`src/rtl/dma_ring_pkg.sv`:
```
// Shared constants, register selector codes and helpers for the page ring writer.
package dma_ring_pkg;

    // Value returned by the reset register while the link reports ready.
    localparam logic [31:0] LINK_SIGNATURE = 32'h1403_1700;

    // Offset of the progress word from its base, per addressing mode.
    localparam logic [31:0] PROG_OFF_32 = 32'd16;
    localparam logic [31:0] PROG_OFF_64 = 32'd12;

    // Register selector, taken from reg_addr[5:2].
    typedef enum logic [3:0] {
        RG_CTRL        = 4'd0,
        RG_RESET       = 4'd1,
        RG_STATUS      = 4'd2,
        RG_PAGE_ADDR   = 4'd3,
        RG_PAGE_COUNT  = 4'd4,
        RG_ACK         = 4'd5,
        RG_BURST_WORDS = 4'd6,
        RG_BURST_COUNT = 4'd7,
        RG_INTERVAL    = 4'd8,
        RG_PROG_BASE   = 4'd9
    } reg_sel_e;

    // Reverse the byte order of a 32-bit word.
    function automatic logic [31:0] swap_bytes(input logic [31:0] v);
        return {v[7:0], v[15:8], v[23:16], v[31:24]};
    endfunction

endpackage

```
`src/rtl/dma_ring_regs.sv`:
```
// Register file of the page ring writer.
// Decodes single-cycle register writes, holds configuration, the
// last-consumed index, the engine reset and the misalignment flag, and
// produces the combinational read data. Assumes one access per cycle.
module dma_ring_regs
    import dma_ring_pkg::*;
#(
    parameter int IDX_W = 4,
    parameter int CNT_W = 5
) (
    input  logic             clk,
    input  logic             rst_n,
    input  logic             reg_wr,
    input  logic [3:0]       reg_sel,
    input  logic [31:0]      reg_wdata,
    output logic [31:0]      reg_rdata,
    input  logic             link_up,
    input  logic [CNT_W-1:0] page_count,
    output logic             enable,
    output logic             mode64,
    output logic             soft_rst,
    output logic             start,
    output logic             tbl_load,
    output logic             tbl_clear,
    output logic             misalign_err,
    output logic [IDX_W-1:0] ack_idx,
    output logic [31:0]      burst_words,
    output logic [31:0]      burst_count,
    output logic [31:0]      interval,
    output logic [31:0]      prog_base
);

    logic wr_ctrl;
    logic wr_ack;

    // Write strobes per register.
    assign wr_ctrl   = reg_wr && (reg_sel == RG_CTRL);
    assign wr_ack    = reg_wr && (reg_sel == RG_ACK);
    assign tbl_load  = reg_wr && (reg_sel == RG_PAGE_ADDR);
    assign tbl_clear = reg_wr && (reg_sel == RG_PAGE_COUNT) && (reg_wdata == 32'd0);

    // One-cycle pulse when the enable bit goes from clear to set.
    assign start = wr_ctrl && reg_wdata[0] && !enable && !soft_rst;

    // Configuration, control and status state.
    always_ff @(posedge clk) begin
        if (!rst_n) begin
            enable       <= 1'b0;
            mode64       <= 1'b0;
            soft_rst     <= 1'b0;
            misalign_err <= 1'b0;
            ack_idx      <= '0;
            burst_words  <= 32'd1;
            burst_count  <= 32'd1;
            interval     <= 32'd1;
            prog_base    <= 32'd0;
        end else begin
            if (soft_rst) begin
                enable <= 1'b0;
            end else if (wr_ctrl) begin
                enable <= reg_wdata[0];
            end
            if (wr_ctrl) begin
                mode64 <= reg_wdata[1];
            end
            if (reg_wr && (reg_sel == RG_RESET)) begin
                soft_rst <= reg_wdata[0];
            end
            if (tbl_clear) begin
                misalign_err <= 1'b0;
            end else if (tbl_load && (reg_wdata[11:0] != 12'd0)) begin
                misalign_err <= 1'b1;
            end
            if (wr_ack) begin
                ack_idx <= (reg_wdata == 32'(page_count)) ? '0 : reg_wdata[IDX_W-1:0];
            end
            if (reg_wr && (reg_sel == RG_BURST_WORDS)) burst_words <= reg_wdata;
            if (reg_wr && (reg_sel == RG_BURST_COUNT)) burst_count <= reg_wdata;
            if (reg_wr && (reg_sel == RG_INTERVAL))    interval    <= reg_wdata;
            if (reg_wr && (reg_sel == RG_PROG_BASE))   prog_base   <= reg_wdata;
        end
    end

    // Read data multiplexer.
    always_comb begin
        case (reg_sel_e'(reg_sel))
            RG_CTRL:        reg_rdata = {30'd0, mode64, enable};
            RG_RESET:       reg_rdata = link_up ? LINK_SIGNATURE : 32'd0;
            RG_STATUS:      reg_rdata = {31'd0, misalign_err};
            RG_PAGE_COUNT:  reg_rdata = 32'(page_count) - 32'd1;
            RG_ACK:         reg_rdata = 32'(ack_idx);
            RG_BURST_WORDS: reg_rdata = burst_words;
            RG_BURST_COUNT: reg_rdata = burst_count;
            RG_INTERVAL:    reg_rdata = interval;
            RG_PROG_BASE:   reg_rdata = prog_base;
            default:        reg_rdata = 32'd0;
        endcase
    end

endmodule

```
`src/rtl/dma_ring_page_table.sv`:
```
// Page address table of the page ring writer.
// Appends one bus address per load strobe until all DEPTH slots are used.
// Further loads are ignored. A clear strobe empties the table. Provides
// one combinational read port indexed by slot.
module dma_ring_page_table #(
    parameter int DEPTH = 16,
    parameter int IDX_W = 4,
    parameter int CNT_W = 5
) (
    input  logic             clk,
    input  logic             rst_n,
    input  logic             load,
    input  logic             clear,
    input  logic [31:0]      load_addr,
    input  logic [IDX_W-1:0] rd_idx,
    output logic [31:0]      rd_addr,
    output logic [CNT_W-1:0] count
);

    logic [31:0] slot [DEPTH];
    logic        room;

    assign room = (count < CNT_W'(DEPTH));

    // Number of loaded slots.
    always_ff @(posedge clk) begin
        if (!rst_n) begin
            count <= '0;
        end else if (clear) begin
            count <= '0;
        end else if (load && room) begin
            count <= count + 1'b1;
        end
    end

    // One storage register per slot, written when it is the next free one.
    for (genvar g = 0; g < DEPTH; g++) begin : g_slot
        always_ff @(posedge clk) begin
            if (!rst_n) begin
                slot[g] <= 32'd0;
            end else if (load && !clear && (count == CNT_W'(g))) begin
                slot[g] <= load_addr;
            end
        end
    end

    // Read port; an index past the array returns zero.
    assign rd_addr = (32'(rd_idx) < DEPTH) ? slot[rd_idx] : 32'd0;

endmodule

```
`src/rtl/dma_ring_fill.sv`:
```
// Fill engine of the page ring writer.
// Turns accepted input words into memory write requests at consecutive
// addresses of the current page and advances through the ring. It stops
// at the last-consumed page and posts progress words. A single output
// register holds each request until the memory side takes it. Assumes
// configuration is stable while the engine is enabled.
module dma_ring_fill
    import dma_ring_pkg::*;
#(
    parameter int IDX_W = 4,
    parameter int CNT_W = 5
) (
    input  logic             clk,
    input  logic             rst_n,
    input  logic             soft_rst,
    input  logic             enable,
    input  logic             mode64,
    input  logic             start,
    input  logic [IDX_W-1:0] ack_idx,
    input  logic [CNT_W-1:0] page_count,
    input  logic [31:0]      page_addr,
    input  logic [31:0]      burst_words,
    input  logic [31:0]      burst_count,
    input  logic [31:0]      interval,
    input  logic [31:0]      prog_base,
    output logic [IDX_W-1:0] fill_idx,
    input  logic             in_valid,
    input  logic [31:0]      in_data,
    output logic             in_ready,
    output logic             mw_valid,
    output logic [31:0]      mw_addr,
    output logic [31:0]      mw_data,
    input  logic             mw_ready
);

    logic [31:0] word_cnt;
    logic [31:0] burst_cnt;
    logic [31:0] byte_off;
    logic [31:0] done_cnt;
    logic        wb_pend;
    logic [31:0] wb_data;
    logic [31:0] words_eff, bursts_eff, interval_eff;
    logic        running, ring_full, can_load, accept;
    logic        last_word, last_burst;
    logic [31:0] prog_addr;

    // Next ring index, wrapping after the last loaded page.
    function automatic logic [IDX_W-1:0] step(input logic [IDX_W-1:0] i,
                                              input logic [CNT_W-1:0] n);
        return ((CNT_W'(i) + 1'b1) >= n) ? '0 : i + 1'b1;
    endfunction

    // Zero-valued geometry fields act as one so that pages always end.
    assign words_eff    = (burst_words == 32'd0) ? 32'd1 : burst_words;
    assign bursts_eff   = (burst_count == 32'd0) ? 32'd1 : burst_count;
    assign interval_eff = (interval    == 32'd0) ? 32'd1 : interval;

    assign running    = enable && !soft_rst && (page_count != '0);
    assign ring_full  = (fill_idx == ack_idx);
    assign can_load   = !mw_valid || mw_ready;
    assign in_ready   = running && !ring_full && !wb_pend && can_load;
    assign accept     = in_valid && in_ready;
    assign last_word  = (word_cnt == words_eff - 32'd1);
    assign last_burst = (burst_cnt == bursts_eff - 32'd1);
    assign prog_addr  = prog_base + (mode64 ? PROG_OFF_64 : PROG_OFF_32);

    // Ring position, page geometry counters, progress posting and output register.
    always_ff @(posedge clk) begin
        if (!rst_n || soft_rst) begin
            fill_idx  <= '0;
            word_cnt  <= 32'd0;
            burst_cnt <= 32'd0;
            byte_off  <= 32'd0;
            done_cnt  <= 32'd0;
            wb_pend   <= 1'b0;
            wb_data   <= 32'd0;
            mw_valid  <= 1'b0;
            mw_addr   <= 32'd0;
            mw_data   <= 32'd0;
        end else begin
            if (mw_valid && mw_ready) begin
                mw_valid <= 1'b0;
            end
            if (start) begin
                fill_idx  <= step(ack_idx, page_count);
                word_cnt  <= 32'd0;
                burst_cnt <= 32'd0;
                byte_off  <= 32'd0;
                done_cnt  <= 32'd0;
                wb_pend   <= 1'b1;
                wb_data   <= 32'd0;
            end else if (accept) begin
                mw_valid <= 1'b1;
                mw_addr  <= page_addr + byte_off;
                mw_data  <= in_data;
                if (!last_word) begin
                    word_cnt <= word_cnt + 32'd1;
                    byte_off <= byte_off + 32'd4;
                end else if (!last_burst) begin
                    word_cnt  <= 32'd0;
                    burst_cnt <= burst_cnt + 32'd1;
                    byte_off  <= byte_off + 32'd4;
                end else begin
                    word_cnt  <= 32'd0;
                    burst_cnt <= 32'd0;
                    byte_off  <= 32'd0;
                    fill_idx  <= step(fill_idx, page_count);
                    if (done_cnt + 32'd1 >= interval_eff) begin
                        done_cnt <= 32'd0;
                        wb_pend  <= 1'b1;
                        wb_data  <= swap_bytes(page_addr);
                    end else begin
                        done_cnt <= done_cnt + 32'd1;
                    end
                end
            end else if (wb_pend && can_load) begin
                mw_valid <= 1'b1;
                mw_addr  <= prog_addr;
                mw_data  <= wb_data;
                wb_pend  <= 1'b0;
            end
        end
    end

endmodule

```
`src/rtl/pkt_ring_dma.sv`:
```
// Top of the page ring writer: register file, page table and fill engine.
// Assumes a single clock and a synchronous active-low reset. The page
// table depth is MAX_PAGES (at least 2).
module pkt_ring_dma #(
    parameter int MAX_PAGES = 16
) (
    input  logic        clk,
    input  logic        rst_n,
    input  logic        link_up,
    input  logic        reg_wr,
    input  logic [5:0]  reg_addr,
    input  logic [31:0] reg_wdata,
    output logic [31:0] reg_rdata,
    input  logic        in_valid,
    input  logic [31:0] in_data,
    output logic        in_ready,
    output logic        mw_valid,
    output logic [31:0] mw_addr,
    output logic [31:0] mw_data,
    input  logic        mw_ready
);

    localparam int IDX_W = (MAX_PAGES > 1) ? $clog2(MAX_PAGES) : 1;
    localparam int CNT_W = $clog2(MAX_PAGES + 1);

    logic             enable, mode64, soft_rst, start;
    logic             tbl_load, tbl_clear, misalign_err;
    logic [IDX_W-1:0] ack_idx, fill_idx;
    logic [CNT_W-1:0] page_count;
    logic [31:0]      burst_words, burst_count, interval, prog_base, page_addr;

    dma_ring_regs #(.IDX_W(IDX_W), .CNT_W(CNT_W)) u_regs (
        .clk          (clk),
        .rst_n        (rst_n),
        .reg_wr       (reg_wr),
        .reg_sel      (reg_addr[5:2]),
        .reg_wdata    (reg_wdata),
        .reg_rdata    (reg_rdata),
        .link_up      (link_up),
        .page_count   (page_count),
        .enable       (enable),
        .mode64       (mode64),
        .soft_rst     (soft_rst),
        .start        (start),
        .tbl_load     (tbl_load),
        .tbl_clear    (tbl_clear),
        .misalign_err (misalign_err),
        .ack_idx      (ack_idx),
        .burst_words  (burst_words),
        .burst_count  (burst_count),
        .interval     (interval),
        .prog_base    (prog_base)
    );

    dma_ring_page_table #(.DEPTH(MAX_PAGES), .IDX_W(IDX_W), .CNT_W(CNT_W)) u_table (
        .clk       (clk),
        .rst_n     (rst_n),
        .load      (tbl_load),
        .clear     (tbl_clear),
        .load_addr (reg_wdata),
        .rd_idx    (fill_idx),
        .rd_addr   (page_addr),
        .count     (page_count)
    );

    dma_ring_fill #(.IDX_W(IDX_W), .CNT_W(CNT_W)) u_fill (
        .clk         (clk),
        .rst_n       (rst_n),
        .soft_rst    (soft_rst),
        .enable      (enable),
        .mode64      (mode64),
        .start       (start),
        .ack_idx     (ack_idx),
        .page_count  (page_count),
        .page_addr   (page_addr),
        .burst_words (burst_words),
        .burst_count (burst_count),
        .interval    (interval),
        .prog_base   (prog_base),
        .fill_idx    (fill_idx),
        .in_valid    (in_valid),
        .in_data     (in_data),
        .in_ready    (in_ready),
        .mw_valid    (mw_valid),
        .mw_addr     (mw_addr),
        .mw_data     (mw_data),
        .mw_ready    (mw_ready)
    );

endmodule

```
`config.mk`:
```
export PLATFORM = sky130hd
export DESIGN_NAME = pkt_ring_dma
export DESIGN_NICKNAME = d
export VERILOG_FILES = /design/src/rtl/dma_ring_pkg.sv /design/src/rtl/dma_ring_regs.sv /design/src/rtl/dma_ring_page_table.sv /design/src/rtl/dma_ring_fill.sv /design/src/rtl/pkt_ring_dma.sv
export SDC_FILE = /design/constraint.sdc
export NUM_CORES = 2
export LEC_CHECK = 0
export BUFFER_PORTS_ARGS = -buffer_cell sky130_fd_sc_hd__buf_4
export CORE_ASPECT_RATIO = 1.75
export CORE_MARGIN = 2
export CORE_UTILIZATION = 55
export CTS_CLUSTER_DIAMETER = 150
export DETAILED_ROUTE_END_ITERATION = 8
export GPL_TIMING_DRIVEN = 0
export PLACE_DENSITY = 0.77
export REMOVE_ABC_BUFFERS = 1
export SKIP_LAST_GASP = 1
export SLEW_MARGIN = 20
export SYNTH_ARGS = -nofsm -noshare
export SYNTH_HDL_FRONTEND = slang
export SYNTH_SLANG_ARGS = --single-unit
```
`constraint.sdc`:
```
create_clock -name clk -period 11.4 [get_ports clk]
set_clock_uncertainty 0.1 [all_clocks]
set_input_delay 2.85 -clock clk [delete_from_list [all_inputs] [get_ports clk]]
set_output_delay 2.85 -clock clk [all_outputs]
set_load 0.05 [all_outputs]
```
-- Word level (Yosys, flattened, before mapping)
Memory sizes are Yosys's and may differ from the RTL's. A register that Yosys moved wholly into a read port is not among the register bits.
Index checks and enable logic that the tools add are counted.
- flip-flop bits (word level): 371
- bits in writable memories: 512
- logic and storage cells: 258
- memories: 1
- memory list (memory ; depth ; width ; read ports ; clocked after Yosys merged registers in ; write ports ; RTL line ; RTL):
    u_table.slot ; 16 ; 32 ; 1 ; 1 ; 16 ; dma_ring_page_table.sv:20 ; logic [31:0] slot [DEPTH];
- add/subtract/negate cells: 14
- $lt $le $gt $ge: 4
- equal/unequal tests: 31
- multiplexer cells: 99
- bitwise operators: 18
- reduce and logical (&&, ||, !) cells: 71
- operator list (kind ; count):
    $mux 32 ; 28
    $pmux 32 s9 ; 1
    $logic_not 32->1 ; 4
    $add 32x1->32 const B ; 3
    $add 32x32->32 ; 2
    $eq 32x32->1 ; 2
    $sub 32x1->32 const B ; 2
    $mux 1 ; 59
    $eq 5x4->1 const B ; 8
    $logic_and 1x1->1 ; 40
    $mux 4 ; 9
    $add 32x3->32 const B ; 1
    $eq 32x5->1 ; 1
    $ge 32x32->1 ; 1
    $mux 29 ; 1
    $eq 5x3->1 const B ; 4
    $eq 4x3->1 const B ; 4
    $or 1x1->1 ; 16
    $reduce_bool 12->1 ; 1
    $add 4x1->5 const B ; 2
    $eq 5x2->1 const B ; 2
    $ge 5x5->1 ; 2
    $ne 3x3->1 const B ; 3
    $add 4x1->4 const B ; 2
    other kinds (21) ; 39

-- Longest topological paths before layout
- word-level depth: 11
- gate-level depth with buffers: 21
- mapped depth without buffers: 17

-- Modules after synthesis
Synthesis repeated with hierarchy kept, for this count alone.
- cell total of the unflattened synthesis: 4370
- area, all modules: 44232.4 um^2
- by module, submodules not included (module ; instances ; cells each ; area each (um^2)):
    dma_ring_page_table ; 1 ; 1567 ; 22363.9
    dma_ring_fill ; 1 ; 2034 ; 15658.8
    dma_ring_regs ; 1 ; 769 ; 6209.7

-- Least setup slack after synthesis
OpenSTA, ideal clock, no wires.
- kind: input to output
- from: in reg_addr[3]
- to: out reg_rdata[4]
- arrival: 4.429 ns
- required time: 8.450 ns
- path slack: 4.021 ns
- stages: 5
- path buffers: 2
- cells stage by stage: clkbuf_1 -> nor3b_1 -> clkbuf_1 -> a22oi_1 -> o211ai_1
- cells in the longest elaborated chain, start to end: 2
- ends and longest elaborated chain (item ; RTL line ; RTL):
    from (decl) ; pkt_ring_dma.sv:11 ; input logic [5:0] reg_addr,
    $eq 4x4->1, or another cell as far along ; dma_ring_regs.sv:86 ; case (reg_sel_e'(reg_sel))
    $pmux 32 s9 (*) ; dma_ring_regs.sv:86 ;
    to (decl) ; pkt_ring_dma.sv:13 ; output logic [31:0] reg_rdata,
Every way passes the cells marked *; elsewhere a longest branch is shown, timed or not.

-- Worst setup path after layout
- from: in reg_addr[5]
- to: out reg_rdata[4]
Same word-level chain as after synthesis.

==> run summary <==
Total GRT Usage: 34.8%
Placed Area: 49300 um2
Multi-input gate area: 21600 um2
Slew HR: 24.7%
Hold Path Depth: 2
Reg area: 22900 um2
IO Pins: 174
clock latency at the later pin of the worst-skew pair: 0.68 ns
FF-to-FF End: u_fill.wb_data[9]
initial core utilization: 55.6%
fin crit period: 8.34 ns
via count: 35.2k
hold path start: u_fill.wb_data[29]
first-pass GRT wire length: 219 mm
FF+latch count, synth: 885
antenna violations before repair: 2
Worst R2R Path Depth: 17
crit path from: reg_addr[5]
Final Max Tran Viols: 0
Avg Cell Area, Syn: 10.6 um2
width of the chip: 222 um
post-synthesis cell type count: 86
CP endpoint kind: primary output
CTS H-Tree Depth: 3
CP Max Fanout: 10
CP max stage delay: 0.89 ns
Main synth FF type: edfxtp_1
DP HPWL: 104 mm
Hold WC Path Type: reg2reg
setup violators final: 0
Clock Tree Root: clkbuf_16
Power Density: 130 nW/um2
Post-DRT Antenna Nets: 0
drt wl/cell: 27.4 um
status: finished, violations left
Data arrival, critical path: 5.39 ns
failing checks: DRC
slowest CP cell: a22oi_1
layout cell share with drive strength beyond 1: 14.3%
part of the Yosys area used for sequential elements: 50.1%
Longest Clk Path Bufs: 3
Leakage: 18.8 nW
Overflow after GRT: 0
WS Path Type: in2out
Min Hold Slack: 0.359 ns
routed vias/inst: 6.49
PortBufs: 171
Comb pwr share: 6.9%
FF-to-FF Start: u_regs.burst_count[19]
CP Launch Type: primary input
worst reg-to-reg setup slack: 4.75 ns
cell-internal power: 0.00513 W
NumNets Final: 4466
clk slew on worst S/H paths: 0.06 ns
CTS tree: yes
clock tree sinks: 885
worst path required time: 8.45 ns
peak supply drop: 0.0984 mV
crit share post-route: 73.2%
clock network power share: 41.5%
asr flop ratio synth: 0%
largest net degree at the start of global routing: 86
TritonCTS Buffers: 82
Hold Path End: u_fill.wb_data[29]
CP cell instances: buf_4, nand2b_1, nor3b_2, buf_4, buf_4, a22oi_1, o211ai_1, buf_4
synthesized instance count: 4301
cts repair resizes: 0
RSZ-0062 raised after global routing: false
ant diodes: 0
area delta synth->final: 13.9%
Max Fclk: 120 MHz
Sequential Power Share: 51.6%
post-synthesis cell area: 45600 um2
Final Instance Area: 52000 um2
Worst path top cell family by delay: compound AO/OA/AOI/OAI gates
drc violations: 12
switch share: 23.7%
CORE AREA: 82100 um2
Bufs and invs on worst path: 4
Max Cap Viol: 0
Filler Cell Count: 6251
number of failing hold endpoints at the final stage: 0
Synth Warn #: 0
drt initial violations: 3716
final WL: 149 mm
Psw: 0.00160 W
# rows: 139
CTS Hold Bufs: 0
CP dominant cell by count: buf_4
die height: 385 um
Least-Margin Pin Slew: 1.13 ns
DRT Pass-1 Iters: 9
final core utilization: 63.3%
Placer Congestion: 1.03
vias in the first global route: 35.5k
Setup Buffers After CTS: 0
EDFF count, synth: 512
die area: 85400 um2
-- worst max-delay path by stage --
stage               depth (start not counted)                  to
floorplan                                   7  u_fill.mw_addr[27]
global placement                            5                flop
detailed placement                          7       reg_rdata[10]
CTS                                         7       reg_rdata[10]
global route                                8        reg_rdata[4]
finish                                      8        reg_rdata[4]
-- cell families (layout without fill, tap and decap cells) --
group | count (synthesis) | after routing | synth area share [%]
buf+inv | 417 | 484 | 3.51
flops | 885 | 885 | 50.1
simple gates | 1807 | 1807 | 20.5
compound gates | 670 | 670 | 10.2
other cells | 1 | 1 | 0.00822
xor+xnor | 224 | 224 | 4.30
mux | 207 | 207 | 8.93
fa+ha+maj | 90 | 90 | 2.50
-- layout by cell type (no fill, tap or decap), types with 17 or more instances in the layout --
master       n
a21boi_0   131
a21o_1      24
a21oi_1    137
a22oi_1     68
a311oi_1    41
and2_1     523
and3_1      41
buf_16      54
buf_4      177
clkbuf_1    19
clkbuf_16   83
dfxtp_1    369
edfxtp_1   512
ha_1        88
inv_1       76
mux2i_1     46
mux4_2     160
nand2_1    540
nand2b_1    32
nand3_1    123
nand4_1     70
nor2_1     205
nor2_4      18
nor2b_1     17
nor3_1      48
nor4_1      39
o211ai_1    17
o21ai_0     79
o31ai_1     21
or3_1       38
or4_1       29
xnor2_1    122
xor2_1     102
-- state kept, by name, summed over array words and instances, names as in the netlist, 30 cells and up, named ones only --
name / flops
u_regs.burst_count: 32
u_fill.byte_off: 30
u_fill.mw_addr: 32
u_regs.interval: 32
u_regs.burst_words: 32
u_regs.prog_base: 32
u_fill.mw_data: 32
u_fill.word_cnt: 32
u_fill.burst_cnt: 32
u_fill.done_cnt: 32
u_table.slot: 512
u_fill.wb_data: 32
-- per-stage QoR --
step / setup slack, ns / cells / total power, W / TNS, ns
after floorplan: 1.31 / 3960 / 0.00373 / 0
after global placement: -5.61 / 5188 / 0.00394 / -707.31
after detailed placement: 3.34 / 5273 / 0.00399 / 0
after CTS: 3.33 / 5425 / 0.00674 / 0
after global routing: 3.11 / 5425 / 0.00688 / 0
final: 3.06 / 5425 / 0.00673 / 0
-- worst register-to-register path, cell delays in order, from the launching register on --
cell	delay [ns]
dfxtp_1	0.55
nor4_1	0.24
and2_1	0.32
nand4_1	0.21
nor2b_1	0.17
ha_1	0.28
nor4b_1	0.83
nand4b_1	0.49
or4b_1	0.60
o211a_1	0.14
a2111oi_0	0.53
nand4_1	0.29
a2111oi_4	0.65
buf_6	0.26
buf_6	0.17
nand3_4	0.21
buf_12	0.25
mux2i_1	0.25
-- cell usage after synthesis, types with 18 or more instances --
cell        n  share of area, %
xor2_1    102               2.0
nor2b_1    18              0.25
clkbuf_1  301               2.5
o21ai_0    94               1.0
and2_1    524               7.2
a21boi_0  131               2.2
or3_1      38              0.52
or4_1      30              0.49
dfxtp_1   373                16
mux4_2    160               7.9
nand2_1   547               4.5
buf_2      18              0.20
and3_1     43              0.59
nor3_1     49              0.54
a21oi_1   138               1.5
ha_1       88               2.4
o31ai_1    21              0.35
buf_1      20              0.16
mux2i_1    46               1.0
a311oi_1   41              0.79
nor2_1    223               1.8
nand2b_1   33              0.45
a21o_1     24              0.39
nor4_1     40              0.55
a22oi_1    68               1.1
xnor2_1   122               2.3
edfxtp_1  512                34
inv_1      76              0.63
nand3_1   124               1.4
nand4_1    70              0.96
-- power by group through the flow --
stage                     clock network, W  logic [W]  registers (W)
after floorplan                          0   0.000199        0.00353
after global routing               0.00292   0.000484        0.00348
after detailed placement                 0   0.000455        0.00354
after CTS                          0.00281   0.000457        0.00347
after global placement                   0   0.000385        0.00355
final                              0.00279   0.000467        0.00347
-- per-layer routing --
| metal | GRT usage (%) | part of all wire, % | vias to the layer above | wire length [um] |
|---|---|---|---|---|
| met5 | 0 | 0.011 | - | 16 |
| li1 | - | - | 15495 | - |
| met2 | 60.8 | 50 | 1944 | 74200 |
| met4 | 28.8 | 9.4 | 2 | 14000 |
| met3 | 6.85 | 8.2 | 607 | 12200 |
| met1 | 36.4 | 32 | 17148 | 48100 |
-- area by class of cell --
cell class / instances / share of cell area (%)
sequential: 885 / 44.0
multi-input combinational: 2999 / 41.6
timing repair buffer: 256 / 6.24
clock buffer: 111 / 4.37
tap: 1057 / 2.54
clock inverter: 41 / 0.758
inverter: 76 / 0.549
Note: power is estimated with default switching activity, not from simulation.
